<file path="src/rtl/fifo_event_pkg.sv">
package fifo_event_pkg;

  localparam int ADDR_W = 3;
  localparam int FLAG_W = 8;
  localparam int WAKE_W = 4;

  // interrupt flag bit positions (wake flags use the low four)
  localparam int F_TX_THR  = 0;
  localparam int F_TX_EMP  = 1;
  localparam int F_RX_THR  = 2;
  localparam int F_RX_FULL = 3;

  localparam logic [FLAG_W-1:0] TX_FLAG_MASK = 8'h33;
  localparam logic [FLAG_W-1:0] RX_FLAG_MASK = 8'hCC;
  localparam logic [WAKE_W-1:0] TX_WAKE_MASK = 4'h3;
  localparam logic [WAKE_W-1:0] RX_WAKE_MASK = 4'hC;

  // register word addresses
  localparam logic [ADDR_W-1:0] A_DATA  = 3'd0;
  localparam logic [ADDR_W-1:0] A_CFG   = 3'd1;
  localparam logic [ADDR_W-1:0] A_CNT   = 3'd2;
  localparam logic [ADDR_W-1:0] A_IFLAG = 3'd3;
  localparam logic [ADDR_W-1:0] A_IEN   = 3'd4;
  localparam logic [ADDR_W-1:0] A_WFLAG = 3'd5;
  localparam logic [ADDR_W-1:0] A_WEN   = 3'd6;

  // configuration register fields
  localparam int CFG_TXLVL = 0;
  localparam int CFG_RXLVL = 8;
  localparam int CFG_TXDMA = 16;
  localparam int CFG_RXDMA = 17;
  localparam int CFG_TXCLR = 20;
  localparam int CFG_RXCLR = 21;
  localparam int CNT_TX_LSB = 0;
  localparam int CNT_RX_LSB = 8;

  // strobes from control to datapath
  typedef struct packed {
    logic txPush;
    logic rxPop;
    logic txClr;
    logic rxClr;
  } dp_strobe_t;

endpackage

</file>
<file path="src/rtl/fifo_event_fifo.sv">
module fifo_event_fifo #(
  parameter int W = 32,
  parameter int DEPTH = 8,
  localparam int CNT_W = $clog2(DEPTH + 1),
  localparam int PTR_W = (DEPTH > 1) ? $clog2(DEPTH) : 1
) (
  input  logic             clk,
  input  logic             rstN,
  input  logic             push,
  input  logic [W-1:0]     pushData,
  input  logic             pop,
  input  logic             clr,
  output logic [CNT_W-1:0] count,
  output logic [W-1:0]     head,
  output logic             overrun,
  output logic             underrun
);

  logic [W-1:0] mem [DEPTH];
  logic [PTR_W-1:0] wrPtr, rdPtr;
  logic full, empty, doPush, doPop;

  assign full     = (count == CNT_W'(DEPTH));
  assign empty    = (count == '0);
  assign doPush   = push && !full && !clr;
  assign doPop    = pop && !empty && !clr;
  assign overrun  = push && full && !clr;
  assign underrun = pop && empty && !clr;
  assign head     = empty ? '0 : mem[rdPtr];

  function automatic logic [PTR_W-1:0] nextPtr(input logic [PTR_W-1:0] p);
    return (p == PTR_W'(DEPTH - 1)) ? '0 : p + 1'b1;
  endfunction

  always_ff @(posedge clk or negedge rstN) begin
    if (!rstN) begin
      wrPtr <= '0;
      rdPtr <= '0;
      count <= '0;
    end else if (clr) begin
      wrPtr <= '0;
      rdPtr <= '0;
      count <= '0;
    end else begin
      if (doPush) wrPtr <= nextPtr(wrPtr);
      if (doPop)  rdPtr <= nextPtr(rdPtr);
      case ({doPush, doPop})
        2'b10:   count <= count + 1'b1;
        2'b01:   count <= count - 1'b1;
        default: count <= count;
      endcase
    end
  end

  always_ff @(posedge clk) begin
    if (doPush) mem[wrPtr] <= pushData;
  end

endmodule

</file>
<file path="src/rtl/fifo_event_datapath.sv">
module fifo_event_datapath
  import fifo_event_pkg::*;
#(
  parameter int DATA_W = 32,
  parameter int DEPTH = 8,
  localparam int CNT_W = $clog2(DEPTH + 1)
) (
  input  logic              clk,
  input  logic              rstN,
  input  dp_strobe_t        stb,
  input  logic [DATA_W-1:0] txWrData,
  input  logic              txPop,
  output logic [DATA_W-1:0] txPopData,
  input  logic              rxPush,
  input  logic [DATA_W-1:0] rxPushData,
  output logic [DATA_W-1:0] rxHead,
  output logic [CNT_W-1:0]  txCount,
  output logic [CNT_W-1:0]  rxCount,
  output logic [3:0]        fifoErr   // {rxUnd, rxOvr, txUnd, txOvr}
);

  logic txOvr, txUnd, rxOvr, rxUnd;

  fifo_event_fifo #(.W(DATA_W), .DEPTH(DEPTH)) u_txFifo (
    .clk(clk), .rstN(rstN),
    .push(stb.txPush), .pushData(txWrData),
    .pop(txPop), .clr(stb.txClr),
    .count(txCount), .head(txPopData),
    .overrun(txOvr), .underrun(txUnd)
  );

  fifo_event_fifo #(.W(DATA_W), .DEPTH(DEPTH)) u_rxFifo (
    .clk(clk), .rstN(rstN),
    .push(rxPush), .pushData(rxPushData),
    .pop(stb.rxPop), .clr(stb.rxClr),
    .count(rxCount), .head(rxHead),
    .overrun(rxOvr), .underrun(rxUnd)
  );

  assign fifoErr = {rxUnd, rxOvr, txUnd, txOvr};

endmodule

</file>
<file path="src/rtl/fifo_event_ctrl.sv">
module fifo_event_ctrl
  import fifo_event_pkg::*;
#(
  parameter int DATA_W = 32,
  parameter int DEPTH = 8,
  parameter int LVL_W = 6,
  localparam int CNT_W = $clog2(DEPTH + 1),
  localparam int BE_W = DATA_W / 8,
  localparam int CMP_W = (CNT_W > LVL_W) ? CNT_W : LVL_W
) (
  input  logic              clk,
  input  logic              rstN,
  input  logic [ADDR_W-1:0] regAddr,
  input  logic              regWr,
  input  logic              regRd,
  input  logic [BE_W-1:0]   regBe,
  input  logic [DATA_W-1:0] regWdata,
  output logic [DATA_W-1:0] regRdata,
  output dp_strobe_t        stb,
  output logic [DATA_W-1:0] txWrData,
  input  logic [DATA_W-1:0] rxHead,
  input  logic [CNT_W-1:0]  txCount,
  input  logic [CNT_W-1:0]  rxCount,
  input  logic [3:0]        fifoErr,
  output logic              irq,
  output logic              wake,
  output logic              txDmaReq,
  output logic              rxDmaReq
);

  logic [LVL_W-1:0]  txLevel, rxLevel;
  logic              txDmaEn, rxDmaEn;
  logic [FLAG_W-1:0] irqFlags, irqEn, flagEvt, flagKill, irqW1c;
  logic [WAKE_W-1:0] wakeFlags, wakeEn, wakeW1c, cond, condPrev, rise, prevForce;
  logic              cfgWr;

  // byte-lane selection for data writes
  for (genvar i = 0; i < BE_W; i++) begin : g_lane
    assign txWrData[8*i +: 8] = regBe[i] ? regWdata[8*i +: 8] : 8'h00;
  end

  assign cfgWr      = regWr && (regAddr == A_CFG);
  assign stb.txPush = regWr && (regAddr == A_DATA);
  assign stb.rxPop  = regRd && (regAddr == A_DATA);
  assign stb.txClr  = cfgWr && regWdata[CFG_TXCLR];
  assign stb.rxClr  = cfgWr && regWdata[CFG_RXCLR];

  // level conditions
  always_comb begin
    cond            = '0;
    cond[F_TX_THR]  = CMP_W'(txCount) < CMP_W'(txLevel);
    cond[F_TX_EMP]  = (txCount == '0);
    cond[F_RX_THR]  = CMP_W'(rxCount) > CMP_W'(rxLevel);
    cond[F_RX_FULL] = (rxCount == CNT_W'(DEPTH));
  end

  assign rise    = cond & ~condPrev;
  assign flagEvt = {fifoErr, rise};

  assign flagKill  = (stb.txClr ? TX_FLAG_MASK : '0) | (stb.rxClr ? RX_FLAG_MASK : '0);
  assign prevForce = (stb.txClr ? TX_WAKE_MASK : '0) | (stb.rxClr ? RX_WAKE_MASK : '0);
  assign irqW1c    = (regWr && regAddr == A_IFLAG) ? regWdata[FLAG_W-1:0] : '0;
  assign wakeW1c   = (regWr && regAddr == A_WFLAG) ? regWdata[WAKE_W-1:0] : '0;

  always_ff @(posedge clk or negedge rstN) begin
    if (!rstN) begin
      condPrev  <= '1;
      irqFlags  <= '0;
      wakeFlags <= '0;
    end else begin
      condPrev  <= cond | prevForce;
      irqFlags  <= ((irqFlags & ~irqW1c) | flagEvt) & ~flagKill;
      wakeFlags <= ((wakeFlags & ~wakeW1c) | rise) & ~flagKill[WAKE_W-1:0];
    end
  end

  always_ff @(posedge clk or negedge rstN) begin
    if (!rstN) begin
      txLevel <= '0;
      rxLevel <= '0;
      txDmaEn <= 1'b0;
      rxDmaEn <= 1'b0;
      irqEn   <= '0;
      wakeEn  <= '0;
    end else if (regWr) begin
      case (regAddr)
        A_CFG: begin
          txLevel <= regWdata[CFG_TXLVL +: LVL_W];
          rxLevel <= regWdata[CFG_RXLVL +: LVL_W];
          txDmaEn <= regWdata[CFG_TXDMA];
          rxDmaEn <= regWdata[CFG_RXDMA];
        end
        A_IEN:   irqEn  <= regWdata[FLAG_W-1:0];
        A_WEN:   wakeEn <= regWdata[WAKE_W-1:0];
        default: ;
      endcase
    end
  end

  always_comb begin
    regRdata = '0;
    case (regAddr)
      A_DATA: regRdata = rxHead;
      A_CFG: begin
        regRdata[CFG_TXLVL +: LVL_W] = txLevel;
        regRdata[CFG_RXLVL +: LVL_W] = rxLevel;
        regRdata[CFG_TXDMA]          = txDmaEn;
        regRdata[CFG_RXDMA]          = rxDmaEn;
      end
      A_CNT: begin
        regRdata[CNT_TX_LSB +: CNT_W] = txCount;
        regRdata[CNT_RX_LSB +: CNT_W] = rxCount;
      end
      A_IFLAG: regRdata[FLAG_W-1:0] = irqFlags;
      A_IEN:   regRdata[FLAG_W-1:0] = irqEn;
      A_WFLAG: regRdata[WAKE_W-1:0] = wakeFlags;
      A_WEN:   regRdata[WAKE_W-1:0] = wakeEn;
      default: regRdata = '0;
    endcase
  end

  assign irq      = |(irqFlags & irqEn);
  assign wake     = |(wakeFlags & wakeEn);
  assign txDmaReq = txDmaEn && cond[F_TX_THR];
  assign rxDmaReq = rxDmaEn && cond[F_RX_THR];

endmodule

</file>
<file path="src/rtl/fifo_event_unit.sv">
module fifo_event_unit
  import fifo_event_pkg::*;
#(
  parameter int DATA_W = 32,
  parameter int DEPTH = 8,
  parameter int LVL_W = 6,
  localparam int BE_W = DATA_W / 8
) (
  input  logic              clk,
  input  logic              rstN,
  input  logic [ADDR_W-1:0] regAddr,
  input  logic              regWr,
  input  logic              regRd,
  input  logic [BE_W-1:0]   regBe,
  input  logic [DATA_W-1:0] regWdata,
  output logic [DATA_W-1:0] regRdata,
  input  logic              txPop,
  output logic [DATA_W-1:0] txPopData,
  input  logic              rxPush,
  input  logic [DATA_W-1:0] rxPushData,
  output logic              irq,
  output logic              wake,
  output logic              txDmaReq,
  output logic              rxDmaReq
);

  localparam int CNT_W = $clog2(DEPTH + 1);

  dp_strobe_t        dpStb;
  logic [DATA_W-1:0] txWrData, rxHead;
  logic [CNT_W-1:0]  txCount, rxCount;
  logic [3:0]        fifoErr;

  fifo_event_ctrl #(.DATA_W(DATA_W), .DEPTH(DEPTH), .LVL_W(LVL_W)) u_ctrl (
    .clk(clk), .rstN(rstN),
    .regAddr(regAddr), .regWr(regWr), .regRd(regRd), .regBe(regBe),
    .regWdata(regWdata), .regRdata(regRdata),
    .stb(dpStb), .txWrData(txWrData), .rxHead(rxHead),
    .txCount(txCount), .rxCount(rxCount), .fifoErr(fifoErr),
    .irq(irq), .wake(wake), .txDmaReq(txDmaReq), .rxDmaReq(rxDmaReq)
  );

  fifo_event_datapath #(.DATA_W(DATA_W), .DEPTH(DEPTH)) u_dp (
    .clk(clk), .rstN(rstN), .stb(dpStb), .txWrData(txWrData),
    .txPop(txPop), .txPopData(txPopData),
    .rxPush(rxPush), .rxPushData(rxPushData), .rxHead(rxHead),
    .txCount(txCount), .rxCount(rxCount), .fifoErr(fifoErr)
  );

endmodule

</file>
<file path="config.mk">
export PLATFORM = sky130hd
export DESIGN_NAME = fifo_event_unit
export DESIGN_NICKNAME = d
export VERILOG_FILES = /design/src/rtl/fifo_event_pkg.sv /design/src/rtl/fifo_event_fifo.sv /design/src/rtl/fifo_event_datapath.sv /design/src/rtl/fifo_event_ctrl.sv /design/src/rtl/fifo_event_unit.sv
export SDC_FILE = /design/constraint.sdc
export NUM_CORES = 1
export LEC_CHECK = 0
export ABC_AREA = 1
export CORE_MARGIN = 5
export CORE_UTILIZATION = 50
export DETAILED_ROUTE_END_ITERATION = 6
export GPL_ROUTABILITY_DRIVEN = 0
export PLACE_DENSITY = 0.76
export SKIP_CTS_REPAIR_TIMING = 1
export SLEW_MARGIN = 20
export SYNTH_ARGS = -nofsm -noshare
export SYNTH_HDL_FRONTEND = slang
export SYNTH_SLANG_ARGS = --single-unit
</file>
<file path="constraint.sdc">
create_clock -name clk -period 8.9 [get_ports clk]
set_input_delay 0.89 -clock clk [delete_from_list [all_inputs] [get_ports clk]]
set_output_delay 0.89 -clock clk [all_outputs]
set_load 0.02 [all_outputs]
</file>
==> results.yml, run 1 <==
die:
  ios: 145
  die_area_mm2: 0.0517
  core_region_area_mm2: 0.0467
  rows: 79
  start_util_pct: 50.6
  die_w_um: 227
  die_h_um: 227
hold_path:
  hold_class: "in -> async"
routing:
  dr.pass1.iters: 5
  via_per_inst: 5.80
  drt_iter0_drc: 1935
  vias: 15800
  routedWlPerCell_um: 21.1
  final_antenna_net_count: 0
  drc: 0
  totalWireLength_um: 57600
timing:
  skew_ps: 25.0
  hold_viol: 0
  slew_headroom_pct: 29.2
  fin_setup_tns_ps: 0
  rsz0062_at_grt: "no"
  clock.fmax_mhz: 195
  slew_viol_final: 0
  max_slew.worst_pin.slew_ps: 1060
  setup_violations: 0
  fin_crit_sh_pct: 57.7
  layout_min_cycle_time_ps: 5140
global_route:
  grt_max_degree: 98
  grt_pass1_wl_um: 88300
  grt_pass1_vias: 15800
  antenna_found_initial: 2
  gr-total-overflow: 0
  grtUsageTotal_pct: 21.9
synthesis:
  yosysSeqAreaShare_pct: 71.7
  ys_warn_count: 0
  synth_area_per_cell_um2: 12.1
  synth_cell_types: 47
  synthesis.area_mm2: 0.0236
  synth_edf_count: 512
  ys_async_sr_fraction_pct: 10.8
  synthFlopType: "edfxtp_1"
  synthCells: 1949
  synth_fp_nets: 2045
  ys_seq_elements: 574
finish:
  fin_util_pct: 59.2
  fin_nets: 2163
  drive_gt1_share_pct: 9.27
  area_growth_pct: 16.9
  stdcell_count: 2725
clocking:
  cts_max_level: 2
  clock-root-buffer: "clkbuf_16"
  clockBufferDepth: 3
  cts_tree: "done"
  clock_latency_ps: 610
  clkTransAtPathRegs_ps: 70
  cts_buffers: 57
  clkSinkCount: 574
critical_path:
  crit_arrival_ps: 4250
  crit_path_end_kind: "output pin"
  worstPathRequired_ps: 8010
  start_kind: "register"
  crit_fanout: 69
  critPathSlowestCell: "clkinv_2"
  critPathMostFrequentCell: "o21ai_0"
  cpPeakStageDelay_ps: 740
  crit_chain: "clkinv_2 > buf_4 > o21ai_0 > o22ai_1 > o211ai_1 > o21ai_0 > clkdlybuf4s50_1"
  crit_type: "reg -> out"
pwr:
  p_total_mw: 8.63
  leakagePower_nw: 9.76
  peakVddDrop_v: 0.000182
  p_per_area_mw_per_mm2: 313
place:
  io_buffers: 144
  dp.cells: 2615
  dp_hpwl_um: 33200
job:
  cap_viol_max_count: 0
status:
  status: "completed"
## cell families (layout without fill, tap and decap cells)
family / Yosys count / count (layout) / share of synthesized area [%]
buf+inv: 228 / 394 / 3.79
xor+xnor: 2 / 2 / 0.0741
compound gates: 541 / 541 / 12.9
other cells: 0 / 3 / 0
flops: 574 / 574 / 71.7
fa+ha+maj: 19 / 19 / 1.01
simple gates: 582 / 582 / 10.4
mux: 3 / 3 / 0.143
## sequential cells by signal, summed over array words and instances, names as in the netlist
| signal | flops |
|---|---|
| u_ctrl.irqFlags | 8 |
| u_ctrl.rxDmaEn | 1 |
| u_dp.u_rxFifo.count | 4 |
| u_dp.u_rxFifo.mem | 256 |
| u_ctrl.condPrev | 4 |
| u_ctrl.wakeFlags | 4 |
| u_dp.u_txFifo.rdPtr | 3 |
| u_ctrl.rxLevel | 6 |
| u_ctrl.irqEn | 8 |
| u_ctrl.txLevel | 6 |
| u_dp.u_rxFifo.wrPtr | 3 |
| u_dp.u_txFifo.count | 4 |
| u_dp.u_txFifo.wrPtr | 3 |
| u_ctrl.txDmaEn | 1 |
| u_dp.u_txFifo.mem | 256 |
| u_dp.u_rxFifo.rdPtr | 3 |
| u_ctrl.wakeEn | 4 |
## power breakdown
part           switching (mW)  internal [mW]
logic                    1.85          0.942
registers               0.193           3.23
clock network           0.995           1.42
total                    3.04           5.60
## worst paths after layout
kind / cells past startpoint / slack [ps] / from / end
max: 7 / 3760 / u_dp.u_rxFifo.rdPtr[0] / regRdata[16]
min: 2 / 440 / rstN / u_ctrl.irqEn[7]
max reg2reg: 7 / 5960 / u_dp.u_txFifo.count[1] / u_dp.u_txFifo.mem[0][18]
min reg2reg: 2 / 500 / u_ctrl.irqEn[3] / u_ctrl.irqEn[3]
max in group asynchronous: 2 / 7820 / rstN / u_dp.u_rxFifo.rdPtr[0]
min in group clk: 2 / 500 / u_ctrl.irqEn[3] / u_ctrl.irqEn[3]
## critical path: cells and delay by family, from the launching register on
| kind | cells | cell delay (ps) |
|---|---|---|
| compound gates | 4 | 920 |
| buf+inv | 3 | 1970 |
| flops | 1 | 720 |
## placed cells by master (no fill, tap or decap), types with 7 or more instances in the layout
cell             instances
nor2_4                  18
nand2_1                128
nand3_1                 26
edfxtp_1               512
buf_4                   27
a21oi_1                 27
inv_2                   11
clkinv_2                11
clkbuf_16               59
nand2_2                  8
o21ai_1                 12
o22ai_1                 64
dfrtp_1                 54
nor2_1                 367
o221ai_1                29
bufinv_16                7
o211ai_1                 7
a31oi_1                 48
o21ai_0                339
inv_1                  101
clkbuf_1                 9
clkdlybuf4s50_1        143
clkinv_1                11
ha_1                    19
## cell usage after synthesis, types with 2 or more instances
master | number | area [um2]
nand2_4 | 4 | 45.0
buf_1 | 8 | 30.0
o21ai_1 | 12 | 60.1
o21ai_0 | 339 | 1700
o21bai_1 | 2 | 15.0
clkbuf_1 | 85 | 319
o21ai_2 | 2 | 17.5
ha_1 | 19 | 238
dfrtp_1 | 58 | 1450
a22o_1 | 3 | 26.3
a21oi_1 | 27 | 135
o221ai_1 | 29 | 254
nor2_1 | 381 | 1430
nor2_4 | 4 | 45.0
nor2_8 | 3 | 60.1
o2111ai_1 | 3 | 26.3
nor3_4 | 2 | 32.5
o211ai_1 | 7 | 52.6
nand2_2 | 7 | 43.8
nand3b_1 | 3 | 22.5
inv_2 | 9 | 33.8
dfstp_2 | 4 | 105
buf_2 | 18 | 90.1
a31oi_1 | 48 | 300
a21oi_4 | 2 | 32.5
nor2_2 | 3 | 18.8
inv_1 | 104 | 390
nand3_1 | 26 | 130
or2_2 | 5 | 31.3
nor3_1 | 5 | 25.0
nand2_1 | 129 | 484
o22ai_1 | 64 | 400
mux2_2 | 3 | 33.8
edfxtp_1 | 512 | 15400
nand4_1 | 5 | 31.3
nand3_2 | 2 | 20.0
xor2_1 | 2 | 17.5
## per-stage QoR
stage / area [um2] / hold WS (ps) / worst slack, ps
final: 27600 / 442 / 3760
after global placement: 25700 / 472 / 3960
after floorplan: 23600 / 453 / 4610
after detailed placement: 25700 / 481 / 3750
after CTS: 27600 / 447 / 3670
after global routing: 27600 / 508 / 3470
## layout make-up
class | instances | area (um2)
Multi-Input combinational cell | 1147 | 5920
Timing Repair Buffer | 171 | 1640
Inverter | 116 | 449
Fill cell | 3574 | 19000
Sequential cell | 574 | 16900
Antenna cell | 3 | 7.51
Clock buffer | 69 | 1520
Clock inverter | 38 | 383
Tap cell | 607 | 759
## routing by layer
metal	global-route usage, %	vias up	wire length, um
li1	-	7277	-
met1	28.8	7788	22700
met2	37.7	639	29100
met3	3.51	109	4160
met4	7.29	2	1590
met5	0	-	13
No activity file was read; power rests on OpenSTA's default activity.
==> run 2: changes to the inputs <==
- clock period: 8.9 -> 5.1 ns (I/O delays scaled with it)
==> run 2 against run 1 <==
  * The run now ends with hold timing left
  * Combinational power up 76%
  * Sequential power up 74%
  * Largest cell class unchanged
  * Flip-flop and latch count unchanged
  * Critical path type unchanged
  * Register-to-register slack got worse by 3600 ps
  * Via count is 0.20% lower
  * First-iteration DRC count fell by 4.2%
  * Highest routed layer unchanged
  * Sequential share of layout area rose by 0.15 points
  * Wire length is 1.5% lower
  * Clock-buffer cell count rose by 2
  * Core utilization down 0.14 points
==> results.yml, run 2 (synthesized netlist as in run 1, its figures left out) <==
critical_path:
  cpLargestDelayFamily: "buffers and inverters"
  cp_num_buf_inv: 3
  cpPeakStageDelay_ps: 670
  crit_path_end_kind: "output pin"
  worstPathRequired_ps: 4590
  crit_fanout: 66
  critPathSlowestCell: "clkdlybuf4s50_1"
  crit_type: "reg -> out"
  crit_chain: "buf_4 > buf_4 > o21ai_0 > o22ai_1 > o21ai_0 > a31oi_1 > clkdlybuf4s50_1"
  start_kind: "register"
  crit_arrival_ps: 3840
timing:
  slew_headroom_pct: 37.0
  skew_ps: 23.7
  worst_hold_slack_ps: -13.6
  fin_ws_ps: 753
  max_slew.worst_pin.slew_ps: 944
  hold_viol: 24
  setup_violations: 0
  layout_min_cycle_time_ps: 4350
  slew_viol_final: 0
  fin_setup_tns_ps: 0
  fin_crit_sh_pct: 85.2
  rsz0062_at_grt: "no"
  clock.fmax_mhz: 230
clocking:
  clockBufferDepth: 3
  clock-root-buffer: "clkbuf_16"
  cts_tree: "done"
  cts_max_level: 2
  clkTransAtPathRegs_ps: 60
  cts_buffers: 56
  clkSinkCount: 574
  clock_latency_ps: 620
status:
  status: "finished with violations"
  violations: "hold timing"
routing:
  totalWireLength_um: 56700
  dr.pass1.iters: 5
  drc: 0
  routedWlPerCell_um: 20.8
  drt_iter0_drc: 1854
  via_per_inst: 5.79
  vias: 15800
  final_antenna_net_count: 0
hold_path:
  hold_class: "in -> async"
pwr:
  p_per_area_mw_per_mm2: 538
  leakagePower_nw: 9.75
  peakVddDrop_v: 0.000369
global_route:
  grt_max_degree: 97
  antenna_found_initial: 1
  grtUsageTotal_pct: 21.8
  gr-total-overflow: 0
  grt_pass1_vias: 15500
  grt_pass1_wl_um: 88000
place:
  dp_hpwl_um: 34800
  pre_cts_slack_ps: 1490
  io_buffers: 144
finish:
  layout.cells.most_common: "edfxtp_1"
  fin_nets: 2169
  drive_gt1_share_pct: 9.16
  final_cell_mix: "edfxtp_1, nor2_1, o21ai_0, clkdlybuf4s50_1, nand2_1"
  antenna_cells: 0
  area_growth_pct: 16.6
  top_regs: "u_dp.u_rxFifo.mem (256), u_dp.u_txFifo.mem (256)"
die:
  die_w_um: 227
  start_util_pct: 50.6
  die_area_mm2: 0.0517
  ios: 145
  core_region_area_mm2: 0.0467
  die_h_um: 227
  rows: 79
job:
  cap_viol_max_count: 0
==> run 2: cell types whose count changed in the layout (fill, tap and decap cells not counted), moves of 2 or more <==
cell,previous run,this run
buf_12,0,3
buf_4,27,31
bufinv_16,7,3
clkbuf_1,9,11
clkbuf_16,59,57
clkbuf_8,1,3
clkinv_1,11,13
clkinv_2,11,9
clkinvlp_4,6,4
diode_2,3,0
==> run 2: path summary, 6_finish.rpt <==
kind	to	from	slack, ps	depth (start not counted)
max in group asynchronous	u_ctrl.condPrev[3]	rstN	4170	2
worst min-delay path	u_ctrl.irqFlags[5]	rstN	-10	1
worst max-delay path	txPopData[2]	u_dp.u_txFifo.rdPtr[0]	750	7
worst max register to register	u_dp.u_rxFifo.mem[6][15]	u_dp.u_rxFifo.count[2]	2400	7
worst min register to register	u_ctrl.txLevel[1]	u_ctrl.txLevel[1]	490	2
min in group clk	u_ctrl.txLevel[1]	u_ctrl.txLevel[1]	490	2
==> run 2: layout make-up <==
| cell class | count | area, um2 |
|---|---|---|
| Clock inverter | 32 | 249 |
| Tap cell | 607 | 759 |
| Sequential cell | 574 | 16900 |
| Clock buffer | 71 | 1510 |
| Multi-Input combinational cell | 1147 | 5920 |
| Fill cell | 3590 | 19100 |
| Inverter | 116 | 449 |
| Timing Repair Buffer | 178 | 1730 |
==> run 2: per-stage QoR <==
| stage | cells | cell area (um2) | power [mW] | util, % |
|---|---|---|---|---|
| floorplan | 1949 | 23600 | 9.04 | - |
| global placement | 2622 | 25800 | 10.8 | 55.3 |
| detailed placement | 2622 | 25800 | 11.0 | 55.3 |
| CTS | 2725 | 27600 | 14.9 | 59.1 |
| global route | 2725 | 27600 | 15.6 | 59.1 |
| finish | 2725 | 27600 | 14.8 | 59.1 |
==> run 2: power by group <==
group,switching (mW),internal [mW],total (mW)
Sequential,0.318,5.64,5.96
Combinational,3.23,1.69,4.92
Clock,1.69,2.24,3.94
==> run 2: layer usage <==
layer	track usage [%]	up-vias	wire, um
met5	0	-	18
met4	7.47	2	1520
met3	3.75	108	4420
met2	36.8	671	28600
met1	29.1	7733	22200
li1	-	7270	-
